==> config.mk <==
export PLATFORM = sky130hd
export DESIGN_NAME = audio_serial_port
export DESIGN_NICKNAME = d
export VERILOG_FILES = /design/src/rtl/asp_pkg.sv /design/src/rtl/asp_edge_sync.sv /design/src/rtl/asp_rx.sv /design/src/rtl/asp_tx.sv /design/src/rtl/audio_serial_port.sv
export SDC_FILE = /design/constraint.sdc
export NUM_CORES = 1
export LEC_CHECK = 0
export ABC_AREA = 1
export BUFFER_PORTS_ARGS = -buffer_cell sky130_fd_sc_hd__buf_2
export CAP_MARGIN = 20
export CELL_PAD_IN_SITES_DETAIL_PLACEMENT = 1
export CELL_PAD_IN_SITES_GLOBAL_PLACEMENT = 2
export CORE_UTILIZATION = 33
export DETAILED_ROUTE_END_ITERATION = 10
export GPL_TIMING_DRIVEN = 0
export HOLD_SLACK_MARGIN = 0.02
export PLACE_DENSITY_LB_ADDON = 0.05
export SYNTH_ARGS = -nofsm -noshare
export SYNTH_HDL_FRONTEND = slang
export SYNTH_SLANG_ARGS = --single-unit
==> constraint.sdc <==
create_clock -name clk -period 4.5 [get_ports clk]
set_input_delay 0.9 -clock clk [delete_from_list [all_inputs] [get_ports clk]]
set_output_delay 0.9 -clock clk [all_outputs]
set_load 0.02 [all_outputs]
==> src/rtl/asp_pkg.sv <==
// Package: shared format encoding and word-length decode for the serial audio port.
// Assumes: format and length selects are static while the port runs.
package asp_pkg;
    typedef enum logic [1:0] {
        FMT_I2S     = 2'd0,
        FMT_MSBJ    = 2'd1,
        FMT_LSBJ    = 2'd2,
        FMT_LSBJ_B  = 2'd3
    } fmt_e;

    // Map the length select onto a bit count, clamped to the parallel width.
    function automatic int unsigned word_len(input logic [1:0] sel, input int unsigned width);
        int unsigned n;
        case (sel)
            2'd0:    n = 16;
            2'd1:    n = 18;
            default: n = 20;
        endcase
        return (n > width) ? width : n;
    endfunction
endpackage

==> src/rtl/asp_edge_sync.sv <==
// Module: brings the bit clock, channel-select and data lines into the system clock
// domain through equal-depth flop chains and flags bit-clock edges.
// Assumes: the bit clock half period spans several system clock cycles.
module asp_edge_sync #(
    parameter int STAGES = 2
) (
    input  logic clk,
    input  logic rst_n,
    input  logic bclk_in,
    input  logic lrclk_in,
    input  logic sdata_in,
    output logic bclk_rise,
    output logic bclk_fall,
    output logic lr_s,
    output logic sd_s
);
    logic [STAGES-1:0] bck_p, lr_p, sd_p;
    logic              bck_d;

    // Shift each line through its own chain so all three keep their alignment.
    always_ff @(posedge clk) begin
        if (!rst_n) begin
            bck_p <= '0;
            lr_p  <= '0;
            sd_p  <= '0;
            bck_d <= 1'b0;
        end else begin
            bck_p <= {bck_p[STAGES-2:0], bclk_in};
            lr_p  <= {lr_p[STAGES-2:0], lrclk_in};
            sd_p  <= {sd_p[STAGES-2:0], sdata_in};
            bck_d <= bck_p[STAGES-1];
        end
    end

    assign bclk_rise = bck_p[STAGES-1] & ~bck_d;
    assign bclk_fall = ~bck_p[STAGES-1] & bck_d;
    assign lr_s      = lr_p[STAGES-1];
    assign sd_s      = sd_p[STAGES-1];
endmodule

==> src/rtl/asp_rx.sv <==
// Module: deserialiser. It collects bits on rising bit-clock edges, frames them by
// channel-select according to the format and presents left-aligned word pairs.
// Assumes: one rise flag per bit slot, with channel-select and data already synchronised.
module asp_rx
    import asp_pkg::*;
#(
    parameter int W     = 20,
    parameter int CNT_W = 6,
    localparam int IW   = $clog2(W),
    localparam int LW   = $clog2(W + 1)
) (
    input  logic          clk,
    input  logic          rst_n,
    input  fmt_e          fmt,
    input  logic [LW-1:0] wlen,
    input  logic          rise,
    input  logic          lr,
    input  logic          sd,
    output logic [W-1:0]  rx_left,
    output logic [W-1:0]  rx_right,
    output logic          rx_valid
);
    logic             lr_last, ch;
    logic [CNT_W-1:0] cnt;
    logic [W-1:0]     acc, sr, hold_left, word_done;
    logic             lr_eff, new_half, lsb_mode;

    assign lsb_mode  = (fmt == FMT_LSBJ) || (fmt == FMT_LSBJ_B);
    assign lr_eff    = (fmt == FMT_I2S) ? lr_last : lr;
    assign new_half  = rise && (lr_eff != ch);
    assign word_done = lsb_mode ? (sr << (LW'(W) - wlen)) : acc;

    // Track the half-frame, assemble the word and commit it at each channel change.
    always_ff @(posedge clk) begin
        if (!rst_n) begin
            lr_last   <= 1'b0;
            ch        <= 1'b0;
            cnt       <= '0;
            acc       <= '0;
            sr        <= '0;
            hold_left <= '0;
            rx_left   <= '0;
            rx_right  <= '0;
            rx_valid  <= 1'b0;
        end else begin
            rx_valid <= 1'b0;
            if (rise) begin
                lr_last <= lr;
                if (new_half) begin
                    ch  <= lr_eff;
                    cnt <= CNT_W'(1);
                    acc <= {sd, {(W-1){1'b0}}};
                    sr  <= {{(W-1){1'b0}}, sd};
                    if (!ch) begin
                        hold_left <= word_done;
                    end else begin
                        rx_left  <= hold_left;
                        rx_right <= word_done;
                        rx_valid <= 1'b1;
                    end
                end else begin
                    cnt <= (cnt == '1) ? cnt : cnt + 1'b1;
                    if (cnt < CNT_W'(wlen))
                        acc[IW'(W-1) - IW'(cnt)] <= sd;
                    sr <= {sr[W-2:0], sd};
                end
            end
        end
    end


    rx_pulse_chk: assert property (@(posedge clk) disable iff (!rst_n)
        rx_valid |=> !rx_valid);

    rx_update_chk: assert property (@(posedge clk) disable iff (!rst_n)
        (!$stable(rx_left) || !$stable(rx_right)) |-> rx_valid);

    rx_align_chk: assert property (@(posedge clk) disable iff (!rst_n)
        rx_valid |-> (((rx_left << wlen) == '0) && ((rx_right << wlen) == '0)));
endmodule

==> src/rtl/asp_tx.sv <==
// Module: serialiser. It moves to the next slot on falling bit-clock edges, captures the
// transmit pair at each left half-frame start and drives zeros outside the word window.
// Assumes: half-frame length is steady; LSB-justified placement uses the previous one.
module asp_tx
    import asp_pkg::*;
#(
    parameter int W       = 20,
    parameter int CNT_W   = 6,
    localparam int IW     = $clog2(W),
    localparam int LW     = $clog2(W + 1),
    localparam int IXW    = CNT_W + 2
) (
    input  logic          clk,
    input  logic          rst_n,
    input  fmt_e          fmt,
    input  logic [LW-1:0] wlen,
    input  logic          fall,
    input  logic          lr,
    input  logic [W-1:0]  tx_left,
    input  logic [W-1:0]  tx_right,
    output logic          sdo,
    output logic          tx_taken
);
    logic                  lr_prev, ch, ch_n, lr_t, new_half, lsb_mode, bit_n, in_win;
    logic [CNT_W-1:0]      tcnt, tcnt_n, len_q, len_n, tcnt_inc;
    logic [W-1:0]          wl, wr, word;
    logic signed [IXW-1:0] idx;

    assign lsb_mode = (fmt == FMT_LSBJ) || (fmt == FMT_LSBJ_B);
    assign lr_t     = (fmt == FMT_I2S) ? lr_prev : lr;
    assign new_half = fall && (lr_t != ch);
    assign tcnt_inc = (tcnt == '1) ? tcnt : tcnt + 1'b1;

    // Choose the slot index, the word and the bit for the slot that starts now.
    always_comb begin
        tcnt_n = new_half ? '0 : tcnt_inc;
        len_n  = new_half ? tcnt_inc : len_q;
        ch_n   = new_half ? lr_t : ch;
        if (new_half && !lr_t) word = tx_left;
        else                   word = ch_n ? wr : wl;
        idx    = $signed(IXW'(tcnt_n));
        if (lsb_mode)
            idx = idx + $signed(IXW'(wlen)) - $signed(IXW'(len_n));
        in_win = (idx >= 0) && (idx < $signed(IXW'(wlen)));
        bit_n  = in_win ? word[IW'(W-1) - IW'(idx)] : 1'b0;
    end

    // Advance slot state and update the output bit on each falling edge.
    always_ff @(posedge clk) begin
        if (!rst_n) begin
            lr_prev  <= 1'b0;
            ch       <= 1'b1;
            tcnt     <= '0;
            len_q    <= '1;
            wl       <= '0;
            wr       <= '0;
            sdo      <= 1'b0;
            tx_taken <= 1'b0;
        end else begin
            tx_taken <= 1'b0;
            if (fall) begin
                lr_prev <= lr;
                ch      <= ch_n;
                tcnt    <= tcnt_n;
                len_q   <= len_n;
                sdo     <= bit_n;
                if (new_half && !lr_t) begin
                    wl       <= tx_left;
                    wr       <= tx_right;
                    tx_taken <= 1'b1;
                end
            end
        end
    end


    tx_edge_chk: assert property (@(posedge clk) disable iff (!rst_n)
        !$stable(sdo) |-> $past(fall));

    tx_take_chk: assert property (@(posedge clk) disable iff (!rst_n)
        tx_taken |=> !tx_taken);

    tx_take_edge_chk: assert property (@(posedge clk) disable iff (!rst_n)
        tx_taken |-> $past(fall));
endmodule

==> src/rtl/audio_serial_port.sv <==
// Module: top of the slave serial audio port. It ties the line synchroniser, the
// receive deserialiser and the transmit serialiser to one decoded configuration.
// Assumes: fmt and len_sel change only while the port is held in reset.
module audio_serial_port
    import asp_pkg::*;
#(
    parameter int W           = 20,
    parameter int CNT_W       = 6,
    parameter int SYNC_STAGES = 2,
    localparam int LW         = $clog2(W + 1)
) (
    input  logic         clk,
    input  logic         rst_n,
    input  logic [1:0]   fmt,
    input  logic [1:0]   len_sel,
    input  logic         bclk_in,
    input  logic         lrclk_in,
    input  logic         sdata_in,
    output logic         sdata_out,
    input  logic [W-1:0] tx_left,
    input  logic [W-1:0] tx_right,
    output logic         tx_taken,
    output logic [W-1:0] rx_left,
    output logic [W-1:0] rx_right,
    output logic         rx_valid
);
    logic          rise, fall, lr_s, sd_s;
    logic [LW-1:0] wlen;
    fmt_e          fmt_t;

    assign wlen  = LW'(word_len(len_sel, W));
    assign fmt_t = fmt_e'(fmt);

    asp_edge_sync #(.STAGES(SYNC_STAGES)) u_sync (
        .clk(clk), .rst_n(rst_n), .bclk_in(bclk_in), .lrclk_in(lrclk_in),
        .sdata_in(sdata_in), .bclk_rise(rise), .bclk_fall(fall),
        .lr_s(lr_s), .sd_s(sd_s)
    );

    asp_rx #(.W(W), .CNT_W(CNT_W)) u_rx (
        .clk(clk), .rst_n(rst_n), .fmt(fmt_t), .wlen(wlen), .rise(rise),
        .lr(lr_s), .sd(sd_s), .rx_left(rx_left), .rx_right(rx_right),
        .rx_valid(rx_valid)
    );

    asp_tx #(.W(W), .CNT_W(CNT_W)) u_tx (
        .clk(clk), .rst_n(rst_n), .fmt(fmt_t), .wlen(wlen), .fall(fall),
        .lr(lr_s), .tx_left(tx_left), .tx_right(tx_right),
        .sdo(sdata_out), .tx_taken(tx_taken)
    );
endmodule

## After elaboration in Yosys (flattened, before gate mapping)

Index checks and enable logic that the tools add are counted.

| cells by class | value |
|---|---|
| equal/unequal tests | 8 |
| reductions and logical operators | 18 |
| order comparisons | 7 |
| add/subtract/negate cells | 7 |
| bitwise gates (word level) | 5 |
| multiplexer cells | 26 |
| shift operators | 1 |

Operators with widths:

| kind | count |
|---|---|
| $mux W20 | 6 |
| $gt A32 B5 Y1 const B | 1 |
| $mux W6 | 5 |
| $bwmux W20 | 1 |
| $shl A20 B5 Y20 | 1 |
| $sub A5 B5 Y5 const A | 3 |
| $add A6 B1 Y6 const B | 2 |
| $eq A6 B6 Y1 const B | 2 |
| $reduce_and A2 Y1 | 5 |
| $mux W1 | 9 |
| $reduce_and A3 Y1 | 3 |
| $ge A8 B1 Y1 const B | 1 |
| $lt A8 B6 Y1 | 1 |
| $mux W8 | 1 |
| $sub A8 B7 Y8 | 1 |
| $add A6 B5 Y7 | 1 |
| $lt A5 B7 Y1 const B | 1 |
| $lt A5 B6 Y1 const B | 1 |
| $lt A6 B5 Y1 | 1 |
| $pmux W3 S2 | 1 |
| $bmux W1 S5 | 1 |
| $demux W1 S5 | 1 |
| $ge A5 B1 Y1 const B | 1 |
| $logic_and A1 B1 Y1 | 5 |
| 11 further kinds | 17 |

| word-level totals | value |
|---|---|
| bits in registers | 172 |
| bits of input ports | 49 |
| output and inout bits | 43 |
| logic and storage cells | 93 |

## Longest topological paths before layout

| logic depth | value |
|---|---|
| word-level depth | 13 |
| depth in mapped cells | 27 |

## By module

From an unflattened synthesis, not the netlist that was laid out.

| unflattened totals | value |
|---|---|
| cells, all modules | 1423 |
| area, all modules | 9459.1 um^2 |

Modules (own cells, without submodules):

| module | times used | seq. area each (um^2) | cells each | area each (um^2) |
|---|---|---|---|---|
| asp_rx | 1 | 2182.1 | 881 | 5804.3 |
| asp_tx | 1 | 1121.1 | 512 | 3428.3 |
| asp_edge_sync | 1 | 140.1 | 25 | 207.7 |
| audio_serial_port | 1 | 0.0 | 5 | 18.8 |

## Least setup slack after synthesis

OpenSTA, ideal clock, no wires.

| timing path | value |
|---|---|
| path type | input-to-reg |
| start point | in fmt[1] |
| end point | reg u_tx.sdo |
| path slack | 0.495 ns |
| data arrival time | 3.934 ns |
| path buffers | 1 |
| cell stages on the path | 24 |
| path through | nor2_2 > nand2_2 > nand3_2 > nand3_2 > buf_6 > nand2_1 > inv_1 > ha_1 > fa_1 > ha_1 > a21oi_1 > nand2_1 > a21oi_1 > o21ai_0 > nand2_1 > inv_1 > ha_1 > nor2_1 > nand3_1 > nand2_1 > nand2_1 > inv_1 > nand3_1 > a21oi_1 |

| between the ends | value |
|---|---|
| word-level cells in the longest chain between the ends | 13 |
| elaborated cells between the ends (all ways) | 25 |
| those cells by class | 3 x add/sub; 2 x order compare; 3 x eq/ne; 11 x mux; 6 x reduce/logical |

RTL lines:

| what | line | RTL |
|---|---|---|
| start, declared | audio_serial_port.sv:14 | `input logic [1:0] fmt,` |
| $logic_not A2 Y1 (*) | asp_tx.sv:30 | `assign lr_t = (fmt == FMT_I2S) ? lr_prev : lr;` |
| $mux W1 (*) | asp_tx.sv:30 |  |
| $ne A1 B1 Y1 (*) | asp_tx.sv:31 | `assign new_half = fall && (lr_t != ch);` |
| $logic_and A1 B1 Y1 (*) | asp_tx.sv:31 |  |
| $mux W6 (*) | asp_tx.sv:36 | `tcnt_n = new_half ? '0 : tcnt_inc;` |
| named net u_tx.tcnt_n[1] | asp_tx.sv:25 | `logic [CNT_W-1:0] tcnt, tcnt_n, len_q, len_n, tcnt_inc;` |
| $add A6 B5 Y7 | asp_tx.sv:43 | `idx = idx + $signed(IXW'(wlen)) - $signed(IXW'(len_n));` |
| $sub A8 B7 Y8 | asp_tx.sv:43 |  |
| $mux W8 (*) | asp_tx.sv:42 | `if (lsb_mode)` |
| $sub A5 B5 Y5 | asp_tx.sv:45 | `bit_n = in_win ? word[IW'(W-1) - IW'(idx)] : 1'b0;` |
| $bmux W1 S5 | asp_tx.sv:45 |  |
| $mux W1 (not written as such) (2 in series) | asp_tx.sv:45 |  |
| $mux W1 (*) | asp_tx.sv:45 |  |
| end signal, assigned | asp_tx.sv:66 | `sdo <= bit_n;` |
| end, declared | asp_tx.sv:21 | `output logic sdo,` |

Mark *: on every way through the listed nets, which the timed path passes. The rest lies on a longest branch. The select of a mux whose other input is x is not followed.
A chain may end at the register's enable or synchronous reset.

## Final worst setup path

Same ends and word-level chain as after synthesis.

==> out/summary.txt <==
Core Region = 23540 µm²
Cells after synthesis = 1092
Design area = 9432 µm²
Worst-margin pin slew = 723.7 ps
Sequential Power Share = 45.3%
Slowest CP cell = fa_1
CTS clk-pin slew, worst paths = 70 ps
Row count = 56
CTS tree = built
Sequential share of the synthesized area = 43.30%
Commonest cells after routing, fill and taps aside = nand2_1 (236), dfxtp_1 (171), a21oi_1 (118), o21ai_0 (110), buf_2 (100)
Setup bufs post-CTS = 0
CP Launch Point = fmt[1]
Port Buf Inserts = 89
Slowest stage delay, CP = 570 ps
Global Route Usage Sum = 22.33%
Cell mode on critical path = nand2_1
Peak supply drop = 0.0001997 V
Worst setup SP type = input port
First-pass GRT wire length = 41860 µm
Most common cell after layout, fill and taps aside = nand2_1
Total negative slack = 0 ps
Reg2reg end = u_tx.sdo$_SDFFE_PN0N_
Drt first pass iters = 4
Clock Tree Buf Depth = 2
RSZ-0062 raised after global routing = false
P_sw = 974.7 µW
CP arrival = 4540 ps
Number of gates resized after CTS = 0
Hold path depth = 2
GPL Wtd Cong = 0.8190
Worst-Skew Late Latency = 440 ps
Initial antenna violation count = 0
Final Total Pwr = 3.434 mW
Leak = 4.033 nW
Max-cap violations = 0
Clk sink count = 172
Pin count of the biggest net entering global routing = 19
Ports = 92
Fill count = 3003
Slew headroom = 51.75%
Setup CP Type = input port to register
Die Area = 24720 µm²
Initial Utilization = 33.77%
Switching Fraction = 28.38%
Internal cell power = 2.459 mW
Mean Syn Cell Area = 7.281 µm²
Die Ht = 157.2 µm
Routed WL = 26570 µm
Ant diodes = 0
Worst-case reg-to-reg path depth = 25
P&R area growth vs syn = 18.62%
Critical R2R Launch = u_tx.tcnt[1]$_SDFFE_PN0N_
Hold path startpoint = u_sync.bck_p[0]$_SDFF_PN0_
Die X = 157.2 µm
# nets final = 1269
Syn Nets = 1161
CP endpoint kind = register
Worst Hold End = u_sync.bck_p[1]$_SDFF_PN0_
Final Hold Viols = 0
Outcome = finished, final reports clean
DRC = 0
CTS Buf Count = 17
Clock share of power = 45.3%
Worst Skew = 17.36 ps
Vias in the first global route = 7388
Routed vias = 7707
Wirelength per Cell = 17.34 µm
Post-Syn Area = 7951 µm²
H-tree levels = 4
Hold/Removal Path Class = register to register
Hold bufs inserted after CTS = 0
Combinational power share = 9.4%
Max Freq = 239.8 MHz
Layout cells sized above 1 = 14.34%
Tcrit/Tclk final = 92.66%
Final setup viols = 0
Final Critical Period = 4170 ps
Root Driver = clkbuf_16
Drt via density = 5.031
Synthesis Warnings = 0
Required time worst endpoint = 4870 ps
Synth Register Bits = 172
P per Cell Area = 364.1 nW/µm²
Grt total ovfl = 0
Synth unique cells = 42
Maximum fanout along the worst path = 10
Reg2reg setup slack = 420 ps
DP HPWL = 20220 µm
Final ANT Viol Nets = 0
DR iter-0 viols = 403
Dpl cell area = 8796 µm²
Max-slew violations = 0
-- stage by stage --
| stage | std cells | hold slack, ps | setup slack (ps) | utilization, % |
|---|---|---|---|---|
| CTS | 1532 | 429.9 | 154.6 | 39.97 |
| detailed placement | 1500 | 406.1 | -298.3 | 37.36 |
| floorplan | 1092 | 390.5 | 495.3 | - |
| global placement | 1500 | 397.5 | -266.7 | 37.36 |
| global route | 1532 | 459.4 | 2.948 | 40.06 |
| finish | 1532 | 421.9 | 330.2 | 40.06 |
-- power by group through the flow --
stage / logic, mW / clock network, mW / registers, mW
6_report: 0.322 / 1.56 / 1.56
3_5_place_dp: 0.320 / 0 / 1.59
2_1_floorplan: 0.205 / 0 / 1.59
4_1_cts: 0.322 / 1.59 / 1.56
3_3_place_gp: 0.319 / 0 / 1.59
5_1_grt: 0.363 / 1.65 / 1.56
-- worst max path at each step --
stage                            endpoint  slack, ps  cells after the start
global placement    u_tx.sdo$_SDFFE_PN0N_       -270                     22
floorplan           u_tx.sdo$_SDFFE_PN0N_        500                     24
detailed placement  u_tx.sdo$_SDFFE_PN0N_       -300                     22
CTS                 u_tx.sdo$_SDFFE_PN0N_        150                     22
finish              u_tx.sdo$_SDFFE_PN0N_        330                     26
global route        u_tx.sdo$_SDFFE_PN0N_          3                     26
-- per-layer routing --
metal,global-route usage (%),share of wire (%),wire length [µm],up-vias
met1,33.06,53,14020,3742
met5,0,0,0,-
li1,-,-,-,3860
met3,3.166,2.4,631,9
met2,34.49,44,11780,96
met4,3.745,0.52,137,0
-- layout make-up --
cell class	count	area, µm²	area share, %
Timing Repair Buffer	89	445.4	4.723
Tap cell	319	399.1	4.232
Inverter	104	394.1	4.179
Sequential cell	172	3445	36.52
Buffer	57	261.5	2.773
Clock inverter	14	175.2	1.857
Multi-Input combinational cell	759	3872	41.06
Clock buffer	18	439.2	4.656
-- synthesized netlist by cell type (all sizes together) --
| library cell | count | area [µm²] |
|---|---|---|
| clkbuf | 34 | 127.6 |
| xnor2 | 4 | 35.03 |
| nand2 | 245 | 957.2 |
| a311oi | 4 | 35.03 |
| inv | 103 | 389.1 |
| or2 | 2 | 12.52 |
| nand4 | 3 | 33.78 |
| a31oi | 18 | 112.6 |
| nand3 | 87 | 450.4 |
| buf | 23 | 133.9 |
| a211oi | 13 | 97.59 |
| o211ai | 3 | 22.52 |
| o2111ai | 2 | 17.52 |
| xor2 | 5 | 43.79 |
| nor3 | 10 | 61.31 |
| fa | 2 | 40.04 |
| dfxtp | 172 | 3443 |
| o21ai | 112 | 560.5 |
| o221ai | 11 | 96.34 |
| o22ai | 6 | 37.54 |
| nor2 | 91 | 380.4 |
| ha | 18 | 225.2 |
| nor4 | 1 | 12.51 |
| a21o | 2 | 15.01 |
| a21oi | 119 | 595.6 |
| clkinv | 1 | 5.000 |
| mux2i | 1 | 10.01 |
-- cells by family (layout without fill, tap and decap cells) --
logic type,Yosys count,after routing,share of synthesized area (%)
compound gates,290,290,20.00
buf+inv,161,282,8.245
mux,1,1,0.1259
fa+ha+maj,20,20,3.336
simple gates,439,439,24.00
flops,172,172,43.30
xor+xnor,9,9,0.9913
-- registers in the layout, summed over array words and instances (netlist names) --
name and cells:
u_rx.cnt 6, u_rx.sr 20, u_tx.len_q 6, u_sync.bck_d 1
u_tx.lr_prev 1, u_tx.sdo 1, u_sync.lr_p 2, u_rx.acc 20
u_rx.rx_right 20, u_rx.lr_last 1, u_tx.tx_taken 1, u_tx.wr 20
u_rx.rx_left 20, u_tx.ch 1, u_rx.rx_valid 1, u_sync.sd_p 2
u_rx.ch 1, u_tx.wl 20, u_sync.bck_p 2, u_rx.hold_left 20
u_tx.tcnt 6
-- worst max-delay path, delay by kind of cell --
kind                     cells  cell delay [ps]
AO/OA/AOI/OAI                4              500
buffers and inverters        6              610
AND/OR/NAND/NOR             12             1070
adder cells (fa/ha/maj)      4             1430
No activity file was read; power rests on OpenSTA's default activity.
